File: src/rtl/plic_pkg.sv
package plic_pkg;
    localparam int NSRC   = 31;
    localparam int NCTX   = 2;
    localparam int PRIO_W = 3;
    localparam int ID_W   = $clog2(NSRC + 1);
    localparam int ADDR_W = 20;

    localparam int PRIO_BASE_B  = 32'h0;
    localparam int EN_BASE_B    = 32'h2000;
    localparam int EN_STRIDE_B  = 32'h80;
    localparam int CTX_BASE_B   = 32'h200000;
    localparam int CTX_STRIDE_B = 32'h1000;

    typedef enum logic [1:0] {GW_IDLE, GW_PEND, GW_BUSY} gw_state_e;

    function automatic logic [ADDR_W-1:0] prio_word(int n);
        return ADDR_W'(PRIO_BASE_B / 4 + n);
    endfunction

    function automatic logic [ADDR_W-1:0] en_word(int c);
        return ADDR_W'((EN_BASE_B + c * EN_STRIDE_B) / 4);
    endfunction

    function automatic logic [ADDR_W-1:0] thr_word(int c);
        return ADDR_W'((CTX_BASE_B + c * CTX_STRIDE_B) / 4);
    endfunction

    function automatic logic [ADDR_W-1:0] clm_word(int c);
        return ADDR_W'((CTX_BASE_B + c * CTX_STRIDE_B) / 4 + 1);
    endfunction
endpackage

File: src/rtl/plic_gateway.sv
module plic_gateway
    import plic_pkg::*;
(
    input  logic clk,
    input  logic rst_n,
    input  logic req_i,
    input  logic claim_i,
    input  logic complete_i,
    output logic pend_o
);
    gw_state_e state_q, state_d;

    always_ff @(posedge clk) begin
        if (!rst_n) state_q <= GW_IDLE;
        else        state_q <= state_d;
    end

    always_comb begin
        state_d = state_q;
        unique case (state_q)
            GW_IDLE: if (req_i)      state_d = GW_PEND;
            GW_PEND: if (claim_i)    state_d = GW_BUSY;
            GW_BUSY: if (complete_i) state_d = GW_IDLE;
            default:                 state_d = GW_IDLE;
        endcase
    end

    always_comb begin
        pend_o = (state_q == GW_PEND);
    end
endmodule

File: src/rtl/plic_arbiter.sv
module plic_arbiter #(
    parameter int NSRC   = 31,
    parameter int PRIO_W = 3,
    parameter int ID_W   = 5
) (
    input  logic [NSRC:1]             cand_i,
    input  logic [NSRC:1][PRIO_W-1:0] prio_i,
    input  logic [PRIO_W-1:0]         thr_i,
    output logic [ID_W-1:0]           win_id_o,
    output logic                      win_vld_o
);
    logic [PRIO_W-1:0] best;

    // ascending scan with strict compare: ties keep the lowest ID
    always_comb begin
        best      = thr_i;
        win_id_o  = '0;
        win_vld_o = 1'b0;
        for (int n = 1; n <= NSRC; n++) begin
            if (cand_i[n] && (prio_i[n] > best)) begin
                best      = prio_i[n];
                win_id_o  = ID_W'(n);
                win_vld_o = 1'b1;
            end
        end
    end
endmodule

File: src/rtl/plic_top.sv
module plic_top
    import plic_pkg::*;
(
    input  logic              clk,
    input  logic              rst_n,
    input  logic [NSRC-1:0]   src_i,
    input  logic              bus_wr_i,
    input  logic              bus_rd_i,
    input  logic [ADDR_W-1:0] bus_addr_i,
    input  logic [31:0]       bus_wdata_i,
    output logic [31:0]       bus_rdata_o,
    output logic [NCTX-1:0]   irq_o
);
    logic [NSRC:1][PRIO_W-1:0]          prio_q;
    logic [NCTX-1:0][NSRC:1]            en_q;
    logic [NCTX-1:0][PRIO_W-1:0]        thr_q;
    logic [NSRC:1]                      pend_w;
    logic [NSRC:1]                      claim_vec;
    logic [NSRC:1]                      done_vec;
    logic [NCTX-1:0][ID_W-1:0]          win_id;
    logic [NCTX-1:0]                    win_vld;
    logic [31:0]                        rd_mux;
    logic [31:0]                        rdata_q;

    for (genvar g = 1; g <= NSRC; g++) begin : g_gw
        plic_gateway u_gw (
            .clk        (clk),
            .rst_n      (rst_n),
            .req_i      (src_i[g-1]),
            .claim_i    (claim_vec[g]),
            .complete_i (done_vec[g]),
            .pend_o     (pend_w[g])
        );
    end

    for (genvar c = 0; c < NCTX; c++) begin : g_ctx
        plic_arbiter #(.NSRC(NSRC), .PRIO_W(PRIO_W), .ID_W(ID_W)) u_arb (
            .cand_i    (pend_w & en_q[c]),
            .prio_i    (prio_q),
            .thr_i     (thr_q[c]),
            .win_id_o  (win_id[c]),
            .win_vld_o (win_vld[c])
        );
        assign irq_o[c] = win_vld[c];
    end

    always_comb begin
        claim_vec = '0;
        done_vec  = '0;
        for (int c = 0; c < NCTX; c++) begin
            for (int n = 1; n <= NSRC; n++) begin
                if (bus_rd_i && bus_addr_i == clm_word(c) && win_vld[c]
                    && win_id[c] == ID_W'(n))
                    claim_vec[n] = 1'b1;
                if (bus_wr_i && bus_addr_i == clm_word(c) && en_q[c][n]
                    && bus_wdata_i == 32'(n))
                    done_vec[n] = 1'b1;
            end
        end
    end

    always_ff @(posedge clk) begin
        if (!rst_n) begin
            prio_q <= '0;
            en_q   <= '0;
            thr_q  <= '0;
        end else if (bus_wr_i) begin
            for (int n = 1; n <= NSRC; n++)
                if (bus_addr_i == prio_word(n)) prio_q[n] <= bus_wdata_i[PRIO_W-1:0];
            for (int c = 0; c < NCTX; c++) begin
                if (bus_addr_i == en_word(c))  en_q[c]  <= bus_wdata_i[NSRC:1];
                if (bus_addr_i == thr_word(c)) thr_q[c] <= bus_wdata_i[PRIO_W-1:0];
            end
        end
    end

    always_comb begin
        rd_mux = '0;
        for (int n = 1; n <= NSRC; n++)
            if (bus_addr_i == prio_word(n)) rd_mux = 32'(prio_q[n]);
        for (int c = 0; c < NCTX; c++) begin
            if (bus_addr_i == en_word(c))  rd_mux = 32'({en_q[c], 1'b0});
            if (bus_addr_i == thr_word(c)) rd_mux = 32'(thr_q[c]);
            if (bus_addr_i == clm_word(c)) rd_mux = 32'(win_id[c]);
        end
    end

    always_ff @(posedge clk) begin
        if (!rst_n)        rdata_q <= '0;
        else if (bus_rd_i) rdata_q <= rd_mux;
        else               rdata_q <= '0;
    end

    assign bus_rdata_o = rdata_q;
endmodule

File: config.mk
export PLATFORM = sky130hd
export DESIGN_NAME = plic_top
export DESIGN_NICKNAME = d
export VERILOG_FILES = /design/src/rtl/plic_pkg.sv /design/src/rtl/plic_gateway.sv /design/src/rtl/plic_arbiter.sv /design/src/rtl/plic_top.sv
export SDC_FILE = /design/constraint.sdc
export NUM_CORES = 1
export LEC_CHECK = 0
export ABC_AREA = 1
export BUFFER_PORTS_ARGS = -buffer_cell sky130_fd_sc_hd__clkbuf_2
export CAP_MARGIN = 15
export CORE_MARGIN = 8
export CORE_UTILIZATION = 26
export DETAILED_ROUTE_END_ITERATION = 7
export GPL_TIMING_DRIVEN = 0
export PLACE_DENSITY = 0.38
export SKIP_CTS_REPAIR_TIMING = 1
export SYNTH_ARGS = -nofsm -noshare
export SYNTH_HDL_FRONTEND = slang
export SYNTH_HIERARCHICAL = 1
export SYNTH_SLANG_ARGS = --single-unit
export TNS_END_PERCENT = 100
File: constraint.sdc
create_clock -name clk -period 38.9 [get_ports clk]
set_input_delay 1.945 -clock clk [delete_from_list [all_inputs] [get_ports clk]]
set_output_delay 1.945 -clock clk [all_outputs]
set_load 0.01 [all_outputs]
# --- Word level (Yosys, flattened, before mapping) ---
# Index checks and enable logic that the tools add are counted.
totals:
  regBits: 255
  in_bits: 87
  out_inout_bits: 34
  wordCells: 1241
classes:
  magnitude_cmp: 62
  n_eq_ne: 285
  n_mux: 469
  bitwise: 4
  n_reduce_logical: 353
ops:
  columns: ["cell", "n"]
  rows:
  - ["32-bit 2-to-1 mux", 34]
  - ["32-bit by 5-bit equality test with 1-bit output, second input constant", 16]
  - ["20-bit by 5-bit equality test with 1-bit output, second input constant", 16]
  - ["32-bit by 4-bit equality test with 1-bit output, second input constant", 8]
  - ["1-bit logical AND", 254]
  - ["3-bit 2-to-1 mux", 69]
  - ["2-bit 2-to-1 mux", 97]
  - ["1-bit 2-to-1 mux", 188]
  - ["3-bit > comparator", 62]
  - ["2-bit one-hot mux with 3 select lines", 31]
  - ["5-bit 2-to-1 mux", 34]
  - ["20-bit by 4-bit equality test with 1-bit output, second input constant", 8]
  - ["5-bit equality test, second input constant", 32]
  - ["32-bit by 3-bit equality test with 1-bit output, second input constant", 4]
  - ["2-bit by 1-bit != test with 1-bit output, second input constant", 62]
  - ["3-bit AND reduction", 31]
  - ["20-bit equality test, second input constant", 4]
  - ["20-bit by 3-bit equality test with 1-bit output, second input constant", 4]
  - ["5-bit by 4-bit equality test with 1-bit output, second input constant", 16]
  - ["2-bit AND reduction", 36]
  - ["32-bit by 2-bit equality test with 1-bit output, second input constant", 2]
  - ["4-bit 2-to-1 mux", 16]
  - ["31-bit AND", 2]
  - ["2-bit by 1-bit equality test with 1-bit output, second input constant", 31]
  - ["12 further kinds", 116]

# --- Longest topological paths before layout ---
depth:
  ltp_word: 100
  ltp_mapped: 255
  depth_no_buf: 254

# --- By module ---
# Netlist, hierarchy kept.
modules_own_cells:
  columns: ["module", "instances", "cells_per_inst", "area_per_inst_um2", "seq_area_each_um2"]
  rows:
  - ["plic_top", 1, 1464, 9897.0, 3863.7]
  - ["plic_arbiter (g_ctx[1].u_arb)", 1, 654, 3920.0, 0.0]
  - ["plic_arbiter (g_ctx[0].u_arb)", 1, 653, 3843.7, 0.0]
  - ["plic_gateway", 31, 14, 91.3, 40.0]

# --- Worst setup path after synthesis ---
# Ideal clock, no wire load.
synth_path:
  path_kind: "register -> output"
  from: "register thr_q[5] (netlist name)"
  to: "output irq_o[1]"
  arrival_ns: 32.242
  required_ns: 36.955
  path_slack_ns: 4.713
  path_stages_with_launch: 218
  n_path_buf: 0
  path_cell_list: "dfxtp_1 inv_1 ha_1 nand3_1 nand2_1 inv_2 nand2_4 o21ai_0 ha_1 nor2_1 or2_1 nand3_2 nand3_2 nand2_2 o21ai_0 ha_1 or2_2 o22ai_1 (+182 left out) and2_1 ha_1 nand2_1 nor2_1 a211oi_1 nor2_1 inv_1 or2_2 nand2_1 ha_1 nand2_1 nor2_1 a211oi_1 nor2_1 nor2_1 inv_1 nor2_1 nand3b_1"
synth_between:
  elab_chain_len: 93
  elab_cells_between_ends: 123
  classes_between: "order compare (31); mux (61); reduce/logical (31)"
synth_lines:
  columns: ["item", "line_no", "text"]
  rows:
  - ["from (decl)", "plic_top.sv:16", "logic [NCTX-1:0][PRIO_W-1:0] thr_q;"]
  - ["from (signal, indexed assignment)", "plic_top.sv:72", "if (bus_addr_i == thr_word(c)) thr_q[c] <= bus_wdata_i[PRIO_W-1:0];"]
  - ["3-bit > comparator", "plic_arbiter.sv:20", "if (cand_i[n] && (prio_i[n] > best)) begin"]
  - ["1-bit logical AND", "plic_arbiter.sv:20", null]
  - ["3-bit 2-to-1 mux", "plic_arbiter.sv:20", null]
  - ["3-bit > comparator", "plic_arbiter.sv:20", null]
  - ["1-bit logical AND", "plic_arbiter.sv:20", null]
  - ["3-bit 2-to-1 mux", "plic_arbiter.sv:20", null]
  - ["3-bit > comparator", "plic_arbiter.sv:20", null]
  - ["1-bit logical AND", "plic_arbiter.sv:20", null]
  - ["(+77 left out)", null, null]
  - ["1-bit logical AND", "plic_arbiter.sv:20", null]
  - ["3-bit 2-to-1 mux", "plic_arbiter.sv:20", null]
  - ["3-bit > comparator", "plic_arbiter.sv:20", null]
  - ["1-bit logical AND", "plic_arbiter.sv:20", null]
  - ["3-bit 2-to-1 mux", "plic_arbiter.sv:20", null]
  - ["3-bit > comparator", "plic_arbiter.sv:20", null]
  - ["1-bit logical AND", "plic_arbiter.sv:20", null]
  - ["1-bit 2-to-1 mux (*)", "plic_arbiter.sv:20", null]
  - ["to (decl)", "plic_top.sv:12", "output logic [NCTX-1:0] irq_o"]
# Mark *: on every way between the ends. The rest lies on a longest branch, timed or not.

# --- Final worst setup path ---
layout_path:
  from: "register prio_q[0] (netlist name)"
  to: "output irq_o[1]"
layout_between:
  elab_chain_len: 93
  elab_cells_between_ends: 123
  classes_between: "order compare (31); mux (61); reduce/logical (31)"
layout_lines:
  columns: ["item", "line_no", "text"]
  rows:
  - ["from (decl)", "plic_top.sv:14", "logic [NSRC:1][PRIO_W-1:0] prio_q;"]
  - ["from (signal, indexed assignment)", "plic_top.sv:69", "if (bus_addr_i == prio_word(n)) prio_q[n] <= bus_wdata_i[PRIO_W-1:0];"]
  - ["3-bit > comparator", "plic_arbiter.sv:20", null]
  - ["1-bit logical AND", "plic_arbiter.sv:20", null]
  - ["3-bit 2-to-1 mux", "plic_arbiter.sv:20", null]
  - ["3-bit > comparator", "plic_arbiter.sv:20", null]
  - ["1-bit logical AND", "plic_arbiter.sv:20", null]
  - ["3-bit 2-to-1 mux", "plic_arbiter.sv:20", null]
  - ["3-bit > comparator", "plic_arbiter.sv:20", null]
  - ["1-bit logical AND", "plic_arbiter.sv:20", null]
  - ["(+77 left out)", null, null]
  - ["1-bit logical AND", "plic_arbiter.sv:20", null]
  - ["3-bit 2-to-1 mux", "plic_arbiter.sv:20", null]
  - ["3-bit > comparator", "plic_arbiter.sv:20", null]
  - ["1-bit logical AND", "plic_arbiter.sv:20", null]
  - ["3-bit 2-to-1 mux", "plic_arbiter.sv:20", null]
  - ["3-bit > comparator", "plic_arbiter.sv:20", null]
  - ["1-bit logical AND", "plic_arbiter.sv:20", null]
  - ["1-bit 2-to-1 mux (*)", "plic_arbiter.sv:20", null]
# Marks and branches as above.

==> flow_summary_export.csv <==
group,metric,value,unit
setup_path,rr_startpoint,"prio_q[0]",
final_layout,fillers,8800,
sta,hold_viol,0,
synth,async_flop_share,0,
global_routing,grt_pass1_vias,20000,
synth,synth_ff_type,"dfxtp_1",
setup_path,path_class,"flop to primary output",
setup_path,critPathMaxStageDelay,370,ps
setup_path,worst_r2r_endpoint,"g_gw[6].u_gw/state_q[0]",
sta,fin_skew,10.6,ps
placed_design,gp_congestion,0.948,
floorplan,core_area,78500,um2
setup_path,endpoint_kind,"primary output",
clocking,cts.clk_slew.worst_paths,60,ps
synth,ys_types,49,
clocking,cts_sinks,255,
sta,min_period,36360,ps
global_routing,grt_overflow_total,0,
global_routing,antenna_found_initial,1,
flow_run,drv_cap,0,
floorplan,die_y,297,um
setup_path,rr_worst_depth,234,
synth,syn_nets,3366,
global_routing,grt_max_degree,66,
synth,yosysTopAreaCellShare,0.249,
drt,finalWirelength,83200,um
power,power_density,24.7,nW/um2
clocking,root_buffer,"clkbuf_16",
floorplan,rows,103,
final_layout,num-nets-final,3543,
clocking,cts_buffer_depth,3,
placed_design,io_buffers,120,
drt,vias_per_cell,4.72,
setup_path,critPathMaxFanout,6,
synth,syn_area_per_cell,6.39,um2
synth,synth_warnings,6,
power,p_leak,10.4,nW
sta,worstMarginPinSlew,1130,ps
hold_path,hold-path-endpoint,"g_gw[22].u_gw/state_q[1]",
synth,netlist_area,20500,um2
drt,drt_first_pass_iters,5,
setup_path,critPathArrivalTime,34420,ps
synth,synth_area_leaders,"dfxtp_1 (25%), nand2_1 (10%), inv_1 (9.5%), a21oi_1 (7.2%), nor2_1 (6.0%)",
synth,synth_edf_count,0,
drt,final_antenna_net_count,0,
final_layout,syn2layout_area_growth,16.6,%
synth,yosys.area.top_type,"dfxtp_1",
hold_path,hold_start,"g_gw[22].u_gw/state_q[0]",
clocking,htree_levels,1,
clocking,clk_latency,580,ps
sta,finalSetupTns,0,ps
floorplan,die_x,297,um
floorplan,pin_count,121,
final_layout,final_util,0.304,
final_layout,drive_above_1_share,0.182,
synth,ys_seq_elements,255,
global_routing,grt_first_pass_wirelength,124000,um
placed_design,dpl_cell_area,22400,um2
hold_path,min_path_cells,2,
sta,fmax,0.0275,GHz
placed_design,dp_hpwl,68700,um
drt,vias,21000,
setup_path,crit_slowest_cell,"dfxtp_4",
setup_path,cpMostUsedCell,"nand2_2",
synth,synthCells,3205,
clocking,cts_buffers,29,
final_layout,fin_area,23900,um2
sta,fin_crit_sh,0.935,
status,run_status,"finished, final reports clean",
sta,slew-limit-headroom,0.239,
drt,drc_errors,0,
setup_path,critPathLaunchType,"flop",
global_routing,grt_usage,0.179,
synth,synth.yosys.seq_area_share,0.249,
clocking,tritoncts,"yes",
power,irDropWorstVdd,0.0283,mV
sta,finalMaxSlewViolations,0,
setup_path,r2r_slack,3440,ps
drt,drt-initial-drc-count,1284,
floorplan,die-area,88100,um2
drt,wire_per_inst,18.7,um
hold_path,hp-class,"flop to flop",
floorplan,start_util,0.261,
sta,hold_slack,512,ps
sta,final-setup-viol-count,0,
power,power,589,uW
setup_path,cp.required,36950,ps
critical path: cells and delay by family (launching register included):
family          cells  cell delay (ps)
compound gates     50             6780
fa+ha+maj          31             8210
buf+inv            11             1050
flops               1              370
simple gates      135            17400
cell usage in the layout, fill, tap and decap left out, drive strengths merged:
master / count
a2111oi: 29
a211oi: 40
a21bo: 2
a21boi: 42
a21oi: 298
a221oi: 2
a31o: 4
a32oi: 27
and2: 4
buf: 33
bufinv: 4
clkbuf: 228
clkinv: 13
dfxtp: 255
diode: 1
ha: 74
inv: 537
nand2: 704
nand3: 294
nand3b: 2
nand4: 56
nor2: 345
nor3: 45
nor3b: 2
nor4: 3
o2111ai: 2
o211ai: 1
o21a: 45
o21ai: 178
o22ai: 12
o32ai: 31
or2: 90
or3b: 1
synthesized netlist by cell type (3+ instances only):
library cell / number
a2111oi_0: 29
a211oi_1: 40
a21boi_0: 39
a21oi_1: 293
a21oi_2: 5
a31o_2: 4
a32oi_1: 27
and2_1: 4
buf_1: 5
clkbuf_1: 68
clkinv_1: 4
dfxtp_1: 255
ha_1: 74
inv_1: 520
inv_2: 16
nand2_1: 573
nand2_2: 128
nand2_4: 3
nand3_1: 192
nand3_2: 71
nand3_4: 31
nand4_1: 56
nor2_1: 328
nor2_2: 11
nor2_4: 5
nor3_1: 45
nor4_1: 3
o21a_1: 45
o21ai_0: 176
o22ai_1: 12
o32ai_1: 30
or2_2: 89
worst max path at each step:
stage,from,end,slack [ps],cells after the start
finish,prio_q[0],irq_o[1],2540,227
detailed placement,prio_q[2],irq_o[1],640,217
floorplan,thr_q[5],irq_o[1],4710,217
global placement,prio_q[2],irq_o[1],510,217
CTS,prio_q[2],irq_o[1],-150,217
global route,thr_q[2],irq_o[0],-80,229
kinds of logic (layout without fill, tap and decap cells):
kind of cell,count (synthesis),in the layout,share of synthesized area
AO/OA/AOI/OAI,713,713,0.210
adder cells (fa/ha/maj),74,74,0.0452
buffers and inverters,617,815,0.115
flip-flops,255,255,0.249
other,0,1,0
AND/OR/NAND/NOR,1546,1546,0.381
through the flow:
step                      instances  worst slack [ps]
final                          4454              2540
after global routing           4453             -80.3
after CTS                      4428              -149
after detailed placement       4376               641
after global placement         4375               508
after floorplan                3205              4710
area by class of cell:
| class | instances | area [um2] | share of cell area |
|---|---|---|---|
| timing repair buffer | 146 | 796 | 0.0333 |
| sequential | 255 | 5120 | 0.215 |
| clock buffer | 41 | 861 | 0.0360 |
| inverter | 543 | 2070 | 0.0867 |
| tap | 1050 | 1310 | 0.0550 |
| buffer | 74 | 285 | 0.0119 |
| clock inverter | 11 | 130 | 0.00545 |
| antenna | 1 | 2.50 | 0.000105 |
| multi-input combinational | 2333 | 13300 | 0.557 |
report_power, final:
part           switching (mW)  leakage (nW)  internal, mW  total (mW)
Sequential            0.00220          2.07         0.263       0.265
Combinational          0.0234          7.81       0.00794      0.0314
Clock                   0.120         0.499         0.172       0.292
registers in the layout (all words and copies together), names as in the netlist:
register	cells
g_gw.u_gw/state_q	62
thr_q	6
bus_rdata_o	32
prio_q	93
en_q	62
metal layers:
layer | part of all wire | up-vias | GRT usage
met3 | 0.040 | 113 | 0.0193
met4 | 0.032 | 2 | 0.0540
met1 | 0.49 | 9456 | 0.253
met5 | 0.00016 | - | 0
li1 | - | 11000 | -
met2 | 0.44 | 478 | 0.284
No activity file was read; power rests on OpenSTA's default activity.
